File: config.mk
export PLATFORM = sky130hd
export DESIGN_NAME = rtc_bcd_chain
export DESIGN_NICKNAME = d
export VERILOG_FILES = /design/src/rtl/rtc_chain_pkg.sv /design/src/rtl/rtc_prescaler.sv /design/src/rtl/rtc_bcd_field.sv /design/src/rtl/rtc_hour_field.sv /design/src/rtl/rtc_bcd_chain.sv
export SDC_FILE = /design/constraint.sdc
export NUM_CORES = 1
export LEC_CHECK = 0
export BUFFER_PORTS_ARGS = -buffer_cell sky130_fd_sc_hd__buf_2
export CAP_MARGIN = 40
export CORE_MARGIN = 3
export CORE_UTILIZATION = 45
export DETAILED_ROUTE_END_ITERATION = 8
export PLACE_DENSITY = 0.62
export SYNTH_ARGS = -nofsm -noshare
export SYNTH_HDL_FRONTEND = slang
export SYNTH_SLANG_ARGS = --single-unit
File: constraint.sdc
create_clock -name clk -period 5.6 [get_ports clk]
set_input_delay 0 -clock clk [delete_from_list [all_inputs] [get_ports clk]]
set_output_delay 0 -clock clk [all_outputs]
set_load 0.1 [all_outputs]
File: src/rtl/rtc_chain_pkg.sv
package rtc_chain_pkg;

  localparam int NUM_FIELDS = 7;

  localparam int F_SEC   = 0;
  localparam int F_MIN   = 1;
  localparam int F_HOUR  = 2;
  localparam int F_DOW   = 3;
  localparam int F_DATE  = 4;
  localparam int F_MONTH = 5;
  localparam int F_YEAR  = 6;

  localparam logic [2:0] ADDR_CTRL = 3'd7;
  localparam int CTRL_RUN_BIT  = 7;
  localparam int CTRL_KEEP_BIT = 5;

  function automatic logic [7:0] bcd_next(input logic [7:0] v);
    if (v[3:0] >= 4'd9) return {v[7:4] + 4'd1, 4'd0};
    else                return {v[7:4], v[3:0] + 4'd1};
  endfunction

  function automatic logic [7:0] field_floor(input int k);
    case (k)
      F_DOW, F_DATE, F_MONTH: return 8'h01;
      default:                return 8'h00;
    endcase
  endfunction

  function automatic logic [7:0] field_roof(input int k);
    case (k)
      F_SEC, F_MIN: return 8'h59;
      F_DOW:        return 8'h07;
      F_MONTH:      return 8'h12;
      default:      return 8'h99;
    endcase
  endfunction

  function automatic logic [7:0] last_day(input logic [7:0] month, input logic [7:0] year);
    logic [6:0] ybin;
    ybin = 7'(year[7:4]) * 7'd10 + 7'(year[3:0]);
    case (month)
      8'h02:                      return (ybin[1:0] == 2'b00) ? 8'h29 : 8'h28;
      8'h04, 8'h06, 8'h09, 8'h11: return 8'h30;
      default:                    return 8'h31;
    endcase
  endfunction

endpackage

File: src/rtl/rtc_prescaler.sv
module rtc_prescaler #(
  parameter int unsigned CNT_W = 15
) (
  input  logic clk,
  input  logic rst_n,
  input  logic run,
  input  logic tick_en,
  input  logic restart,
  output logic half_o,
  output logic wrap_o
);

  logic [CNT_W-1:0] cnt_q;
  logic [CNT_W-1:0] cnt_d;
  logic             adv;

  assign adv    = run & tick_en;
  assign wrap_o = adv & ~restart & (&cnt_q);
  assign half_o = cnt_q[CNT_W-1];

  always_comb begin
    cnt_d = cnt_q;
    if (restart)  cnt_d = '0;
    else if (adv) cnt_d = cnt_q + {{(CNT_W-1){1'b0}}, 1'b1};
  end

  always_ff @(posedge clk or negedge rst_n) begin
    if (!rst_n) cnt_q <= '0;
    else        cnt_q <= cnt_d;
  end

endmodule

File: src/rtl/rtc_bcd_field.sv
module rtc_bcd_field #(
  parameter logic [7:0] FLOOR = 8'h00
) (
  input  logic       clk,
  input  logic       rst_n,
  input  logic       step,
  input  logic [7:0] roof,
  input  logic       load,
  input  logic [7:0] load_val,
  output logic [7:0] val_o,
  output logic       carry_o
);
  import rtc_chain_pkg::*;

  logic [7:0] val_q;
  logic [7:0] val_d;
  logic       at_roof;

  assign at_roof = (val_q == roof);
  assign carry_o = step & ~load & at_roof;
  assign val_o   = val_q;

  always_comb begin
    val_d = val_q;
    if (load)      val_d = load_val;
    else if (step) val_d = at_roof ? FLOOR : bcd_next(val_q);
  end

  always_ff @(posedge clk or negedge rst_n) begin
    if (!rst_n) val_q <= FLOOR;
    else        val_q <= val_d;
  end

endmodule

File: src/rtl/rtc_hour_field.sv
module rtc_hour_field (
  input  logic       clk,
  input  logic       rst_n,
  input  logic       step,
  input  logic       load,
  input  logic [7:0] load_val,
  output logic [7:0] val_o,
  output logic       carry_o
);
  import rtc_chain_pkg::*;

  logic [7:0] val_q;
  logic [7:0] val_d;
  logic [7:0] inc12;
  logic [7:0] inc24;
  logic       twelve;
  logic       day_wrap;

  assign twelve   = val_q[6];
  assign inc12    = bcd_next({3'b000, val_q[4:0]});
  assign inc24    = bcd_next({2'b00, val_q[5:0]});
  assign day_wrap = twelve ? ((val_q[4:0] == 5'h11) & val_q[5]) : (val_q[5:0] == 6'h23);
  assign carry_o  = step & ~load & day_wrap;
  assign val_o    = val_q;

  always_comb begin
    val_d = val_q;
    if (load) begin
      val_d = load_val;
    end else if (step) begin
      if (twelve) begin
        if (val_q[4:0] == 5'h12)      val_d = {val_q[7:5], 5'h01};
        else if (val_q[4:0] == 5'h11) val_d = {val_q[7:6], ~val_q[5], 5'h12};
        else                          val_d = {val_q[7:5], inc12[4:0]};
      end else begin
        if (val_q[5:0] == 6'h23) val_d = {val_q[7:6], 6'h00};
        else                     val_d = {val_q[7:6], inc24[5:0]};
      end
    end
  end

  always_ff @(posedge clk or negedge rst_n) begin
    if (!rst_n) val_q <= 8'h00;
    else        val_q <= val_d;
  end

endmodule

File: src/rtl/rtc_bcd_chain.sv
module rtc_bcd_chain #(
  parameter int unsigned PRE_W = 15
) (
  input  logic       clk,
  input  logic       rst_n,
  input  logic       tick_en,
  input  logic       wr_en,
  input  logic [2:0] wr_addr,
  input  logic [7:0] wr_data,
  output logic [7:0] sec_o,
  output logic [7:0] min_o,
  output logic [7:0] hour_o,
  output logic [7:0] dow_o,
  output logic [7:0] date_o,
  output logic [7:0] month_o,
  output logic [7:0] year_o,
  output logic       sqw_o,
  output logic       osc_run_o,
  output logic       stop_flag_o
);
  import rtc_chain_pkg::*;

  localparam int unsigned SYNC_STAGES = 2;

  // reset: asynchronous assert, synchronous release
  logic [SYNC_STAGES-1:0] rst_pipe_q;
  logic                   rst_core_n;

  always_ff @(posedge clk or negedge rst_n) begin
    if (!rst_n) rst_pipe_q <= '0;
    else        rst_pipe_q <= {rst_pipe_q[SYNC_STAGES-2:0], 1'b1};
  end
  assign rst_core_n = rst_pipe_q[SYNC_STAGES-1];

  // write decode
  logic [NUM_FIELDS-1:0] wr_hit;
  logic                  wr_ctrl;

  assign wr_ctrl = wr_en & (wr_addr == ADDR_CTRL);

  // control state
  logic run_q, run_d;
  logic stop_q, stop_d;

  always_comb begin
    run_d  = run_q;
    stop_d = stop_q;
    if (wr_ctrl) begin
      run_d = wr_data[CTRL_RUN_BIT];
      if (!wr_data[CTRL_RUN_BIT])      stop_d = 1'b1;
      else if (!wr_data[CTRL_KEEP_BIT]) stop_d = 1'b0;
    end
  end

  always_ff @(posedge clk or negedge rst_core_n) begin
    if (!rst_core_n) begin
      run_q  <= 1'b1;
      stop_q <= 1'b1;
    end else begin
      run_q  <= run_d;
      stop_q <= stop_d;
    end
  end

  // prescaler
  logic sec_tick;
  logic half_sec;

  rtc_prescaler #(.CNT_W(PRE_W)) u_pre (
    .clk     (clk),
    .rst_n   (rst_core_n),
    .run     (run_q),
    .tick_en (tick_en),
    .restart (wr_hit[F_SEC]),
    .half_o  (half_sec),
    .wrap_o  (sec_tick)
  );

  // counter chain
  logic [7:0]            fld_q [NUM_FIELDS];
  logic [NUM_FIELDS-1:0] step;
  logic [NUM_FIELDS-1:0] carry;

  for (genvar k = 0; k < NUM_FIELDS; k++) begin : g_field
    assign wr_hit[k] = wr_en & (wr_addr == 3'(k));

    if (k == F_SEC) begin : g_step_tick
      assign step[k] = sec_tick;
    end else if (k == F_DATE) begin : g_step_day
      assign step[k] = carry[F_HOUR];
    end else begin : g_step_ripple
      assign step[k] = carry[k-1];
    end

    if (k == F_HOUR) begin : g_hour
      rtc_hour_field u_hour (
        .clk      (clk),
        .rst_n    (rst_core_n),
        .step     (step[k]),
        .load     (wr_hit[k]),
        .load_val (wr_data),
        .val_o    (fld_q[k]),
        .carry_o  (carry[k])
      );
    end else begin : g_plain
      logic [7:0] roof;
      if (k == F_DATE) begin : g_roof_month
        assign roof = last_day(fld_q[F_MONTH], fld_q[F_YEAR]);
      end else begin : g_roof_fixed
        assign roof = field_roof(k);
      end
      rtc_bcd_field #(.FLOOR(field_floor(k))) u_fld (
        .clk      (clk),
        .rst_n    (rst_core_n),
        .step     (step[k]),
        .roof     (roof),
        .load     (wr_hit[k]),
        .load_val (wr_data),
        .val_o    (fld_q[k]),
        .carry_o  (carry[k])
      );
    end
  end

  logic unused_carry_tail;
  assign unused_carry_tail = carry[F_DOW] & carry[F_YEAR];

  assign sec_o       = fld_q[F_SEC];
  assign min_o       = fld_q[F_MIN];
  assign hour_o      = fld_q[F_HOUR];
  assign dow_o       = fld_q[F_DOW];
  assign date_o      = fld_q[F_DATE];
  assign month_o     = fld_q[F_MONTH];
  assign year_o      = fld_q[F_YEAR];
  assign sqw_o       = half_sec;
  assign osc_run_o   = run_q;
  assign stop_flag_o = stop_q;

endmodule

==> run_results.csv <==
group,metric,value,unit
routing,routed_via_density,5.828,
timing,worst_slew_pin_slew,0.8474,ns
finish,stdcell_area,0.005986,mm2
critical_path,setup.worst_path.end,"g_field[6].g_plain.u_fld.val_o[6]",
global_route,grt_max_degree,43,
logic_synthesis,ys_seq_area_share,36.82,%
global_route,grt_pass1_vias,4422,
logic_synthesis,synth_nets,655,
critical_path,worst-setup-path-type,"register to register",
power_and_ir_drop,powerDensity,468.1,mW/mm2
routing,antenna_left,0,
critical_path,required,5.86,ns
floorplan,die_w,112.6,um
timing,period_needed,3.567,ns
routing,drcViolationCount,0,
floorplan,core.rowCount,38,
floorplan,fp.dieH,112.6,um
floorplan,ioPinCount,74,
timing,drv_slew,0,
place,place_congestion,0.8955,
global_route,antenna_found_initial,0,
routing,drtPass1Iterations,5,
logic_synthesis,synth_edf_count,0,
timing,worst_slew_margin_rel,42.99,%
logic_synthesis,synth-seq-cells,75,
outcome,status,"completed",
critical_path,r2r-end,"g_field[6].g_plain.u_fld.val_o[6]",
logic_synthesis,syn_inst,603,
cts,tritoncts,"built",
timing,layout_setup_ws,2.033,ns
finish,fill_cells,1028,
cts,clk_latency,0.35,ns
routing,wirelength,14.22,mm
floorplan,initial_core_util,46.56,%
timing,skew,0.005861,ns
timing,finalSetupViolCount,0,
critical_path,r2r-start,"g_field[5].g_plain.u_fld.val_o[4]",
job,maxCapViolCount,0,
place,dpl_cell_area,0.005638,mm2
finish,nets,726,
critical_path,cp_cell_sequence,"inv_1 > ha_1 > nand2b_4 > or4_4 > a221oi_2 > o21a_1 > o31ai_1 > buf_4 > or4_1 > or4_4 > o211ai_1",
logic_synthesis,synth_cell_type_count,70,
cts,post_cts_buffers,0,
finish,layout-drive-gt1-share,18.41,%
logic_synthesis,avgSynthCellArea,8.480,um2
critical_path,crit_top_cell,"or4_4",
cts,cts_max_path_buffers,2,
global_route,overflow,0,
finish,post-route-util,54.50,%
power_and_ir_drop,p_leak,2.684,nW
floorplan,core-area,0.01098,mm2
hold_path,hold_class,"input port to register",
critical_path,worstSetupStartpoint,"g_field[5].g_plain.u_fld.val_o[4]",
power_and_ir_drop,vdd.ir_drop.worst,0.3945,mV
cts,path_clk_slew,0.06,ns
cts,cts_htree_levels,3,
logic_synthesis,synthArstFlopShare,100.0,%
critical_path,startpoint_type,"register",
critical_path,regToRegSetupSlack,2.03,ns
logic_synthesis,synth_area,0.005114,mm2
finish,diodes,0,
cts,clock-sinks,75,
finish,multiInputGateArea,0.003043,mm2
routing,drtIter0Drc,384,
global_route,grt_pass1_wl,22.96,mm
finish,syn2layout_area_growth,17.05,%
routing,routed-via-count,4773,
timing,max_freq,0.2804,GHz
timing,timing.setup.tns,0,ns
timing,period_share,63.70,%
place,place_worst_setup_slack,2.082,ns
timing,rsz0062_at_grt,"no",
routing,wl_per_cell,17.36,um
cts,cts-root-buf,"clkbuf_16",
critical_path,critPathMaxFanout,11,
place,hpwl,10.10,mm
finish,ff_latch_area,0.001884,mm2
timing,finalHoldViolCount,0,
logic_synthesis,yosysWarnings,0,
cts,cts_buffers,9,
place,io_buffer_count,73,
critical_path,rr_worst_depth,11,
global_route,gr-usage-all-layers,22.67,%
critical_path,end_kind,"register",
floorplan,die_area,0.01268,mm2
critical_path,critical-path-slowest-cell,"or4_1",
logic_synthesis,synth_flop_cell,"dfrtp_1",
critical_path,max_stage_delay,0.70,ns
critical_path,crit_arrival,3.83,ns
[routing by layer]
layer / part of all wire, % / vias to the layer above / wire length, um / track usage [%]
met5: 0 / - / 0 / 0
met1: 47 / 2291 / 6616 / 31.68
met2: 46 / 139 / 6480 / 35.07
li1: - / 2321 / - / -
met4: 2.0 / 0 / 282 / 8.734
met3: 5.9 / 22 / 835 / 3.989
[worst min-delay path by stage]
stage | start | slack [ns] | depth (start not counted) | endpoint
after detailed placement | rst_n | -0.21 | 1 | rst_pipe_q[0]
after global routing | wr_data[0] | 0.01 | 3 | g_field[5].g_plain.u_fld.val_o[0]
after global placement | rst_n | -0.22 | 1 | rst_pipe_q[0]
final | wr_data[3] | 0.005 | 3 | g_field[5].g_plain.u_fld.val_o[3]
after CTS | wr_data[0] | 0.0002 | 3 | g_field[5].g_plain.u_fld.val_o[0]
after floorplan | rst_n | -0.30 | 0 | rst_pipe_q[0]
[sequential cells by signal, indices dropped and copies added, names as in the netlist]
register / count
g_field.g_hour.u_hour.val_o: 8
g_field.g_plain.u_fld.val_o: 48
stop_flag_o: 1
osc_run_o: 1
u_pre.cnt_q: 15
rst_pipe_q: 2
[logic make-up (layout without fill, tap and decap cells)]
| logic type | after synthesis | after routing | share of synthesized area, % |
|---|---|---|---|
| muxes | 9 | 9 | 2.104 |
| xor gates and xnor gates | 17 | 17 | 2.912 |
| other | 1 | 1 | 0.07333 |
| DFF | 75 | 75 | 36.82 |
| adders and majority gates | 37 | 37 | 9.053 |
| AOI/OAI and AO/OA | 151 | 151 | 17.67 |
| and+or+nand+nor | 260 | 260 | 27.45 |
| buffers and inverters | 53 | 129 | 3.915 |
[power by group]
| group | internal [W] | total, W | switching, W |
|---|---|---|---|
| Combinational | 0.000278 | 0.00134 | 0.00106 |
| Clock | 0.000389 | 0.000629 | 0.000239 |
| Sequential | 0.000661 | 0.000834 | 0.000173 |
| Total | 0.00133 | 0.00280 | 0.00147 |
[final cells by class]
| type | count | area share (%) |
|---|---|---|
| clock buffer | 9 | 3.763 |
| multi-input combinational | 475 | 50.84 |
| timing repair buffer | 85 | 7.692 |
| sequential | 75 | 31.48 |
| tap | 140 | 2.926 |
| inverter | 28 | 1.756 |
| clock inverter | 7 | 1.547 |
[synth_stat cells (3+ instances only)]
cell type,count,area share [%]
a21o_1,3,0.44
a21oi_1,37,3.6
a31oi_1,17,2.1
and2_1,8,0.98
and3_1,7,0.86
and4_1,3,0.51
and4b_1,3,0.59
buf_1,3,0.22
clkbuf_1,21,1.5
dfrtp_1,70,34
dfstp_2,5,2.6
ha_1,37,9.1
inv_1,27,2.0
mux2_2,4,0.88
mux2i_1,4,0.78
nand2_1,59,4.3
nand2b_1,4,0.49
nand3_1,34,3.3
nand4_1,7,0.86
nand4b_1,6,1.0
nor2_1,61,4.5
nor2b_1,7,0.86
nor3_1,13,1.3
nor3b_1,13,1.9
nor4_1,5,0.61
nor4bb_1,4,0.78
o211ai_1,6,0.88
o21ai_0,53,5.2
o21ai_1,7,0.69
o31ai_1,4,0.59
o41ai_1,3,0.51
or3_1,4,0.49
or4_1,5,0.73
or4_4,3,0.66
xnor2_1,7,1.2
xor2_1,10,1.7
[worst max-delay path, delay by kind of cell (launching register included)]
| family | cells | cell delay [ns] |
|---|---|---|
| and+or+nand+nor | 4 | 1.85 |
| AOI/OAI and AO/OA | 4 | 0.69 |
| DFF | 1 | 0.42 |
| buffers and inverters | 2 | 0.30 |
| adders and majority gates | 1 | 0.22 |
[layout by cell type, fill, tap and decap left out, drive strengths merged, types with 5 or more instances in the layout]
cell	instances
nor3	13
a21oi	37
o21ai	60
clkbuf	9
mux2i	5
o211ai	6
and3	7
ha	37
or4	8
a31oi	17
inv	28
nor2	61
nand2b	5
nand4	8
xnor2	7
clkinv	5
nand2	59
nor2b	7
buf	82
and2	9
nand4b	6
dfrtp	70
nor4	5
nor3b	13
nand3	34
dfstp	5
xor2	10
[what timing repair did]
action                    4_1_cts  5_1_grt
hold buffers                    3        0
resized for setup               0        0
hold endpoints to repair        3        0
[stage by stage]
stage / total power, W / hold slack (ns) / cells
after detailed placement: 0.002177 / -0.2143 / 800
after global placement: 0.002157 / -0.2153 / 799
after floorplan: 0.001921 / -0.2956 / 603
after global routing: 0.002947 / 0.01132 / 819
after CTS: 0.002815 / 0.0001936 / 819
final: 0.002802 / 0.004534 / 819
(Power assumes the default switching activity.)
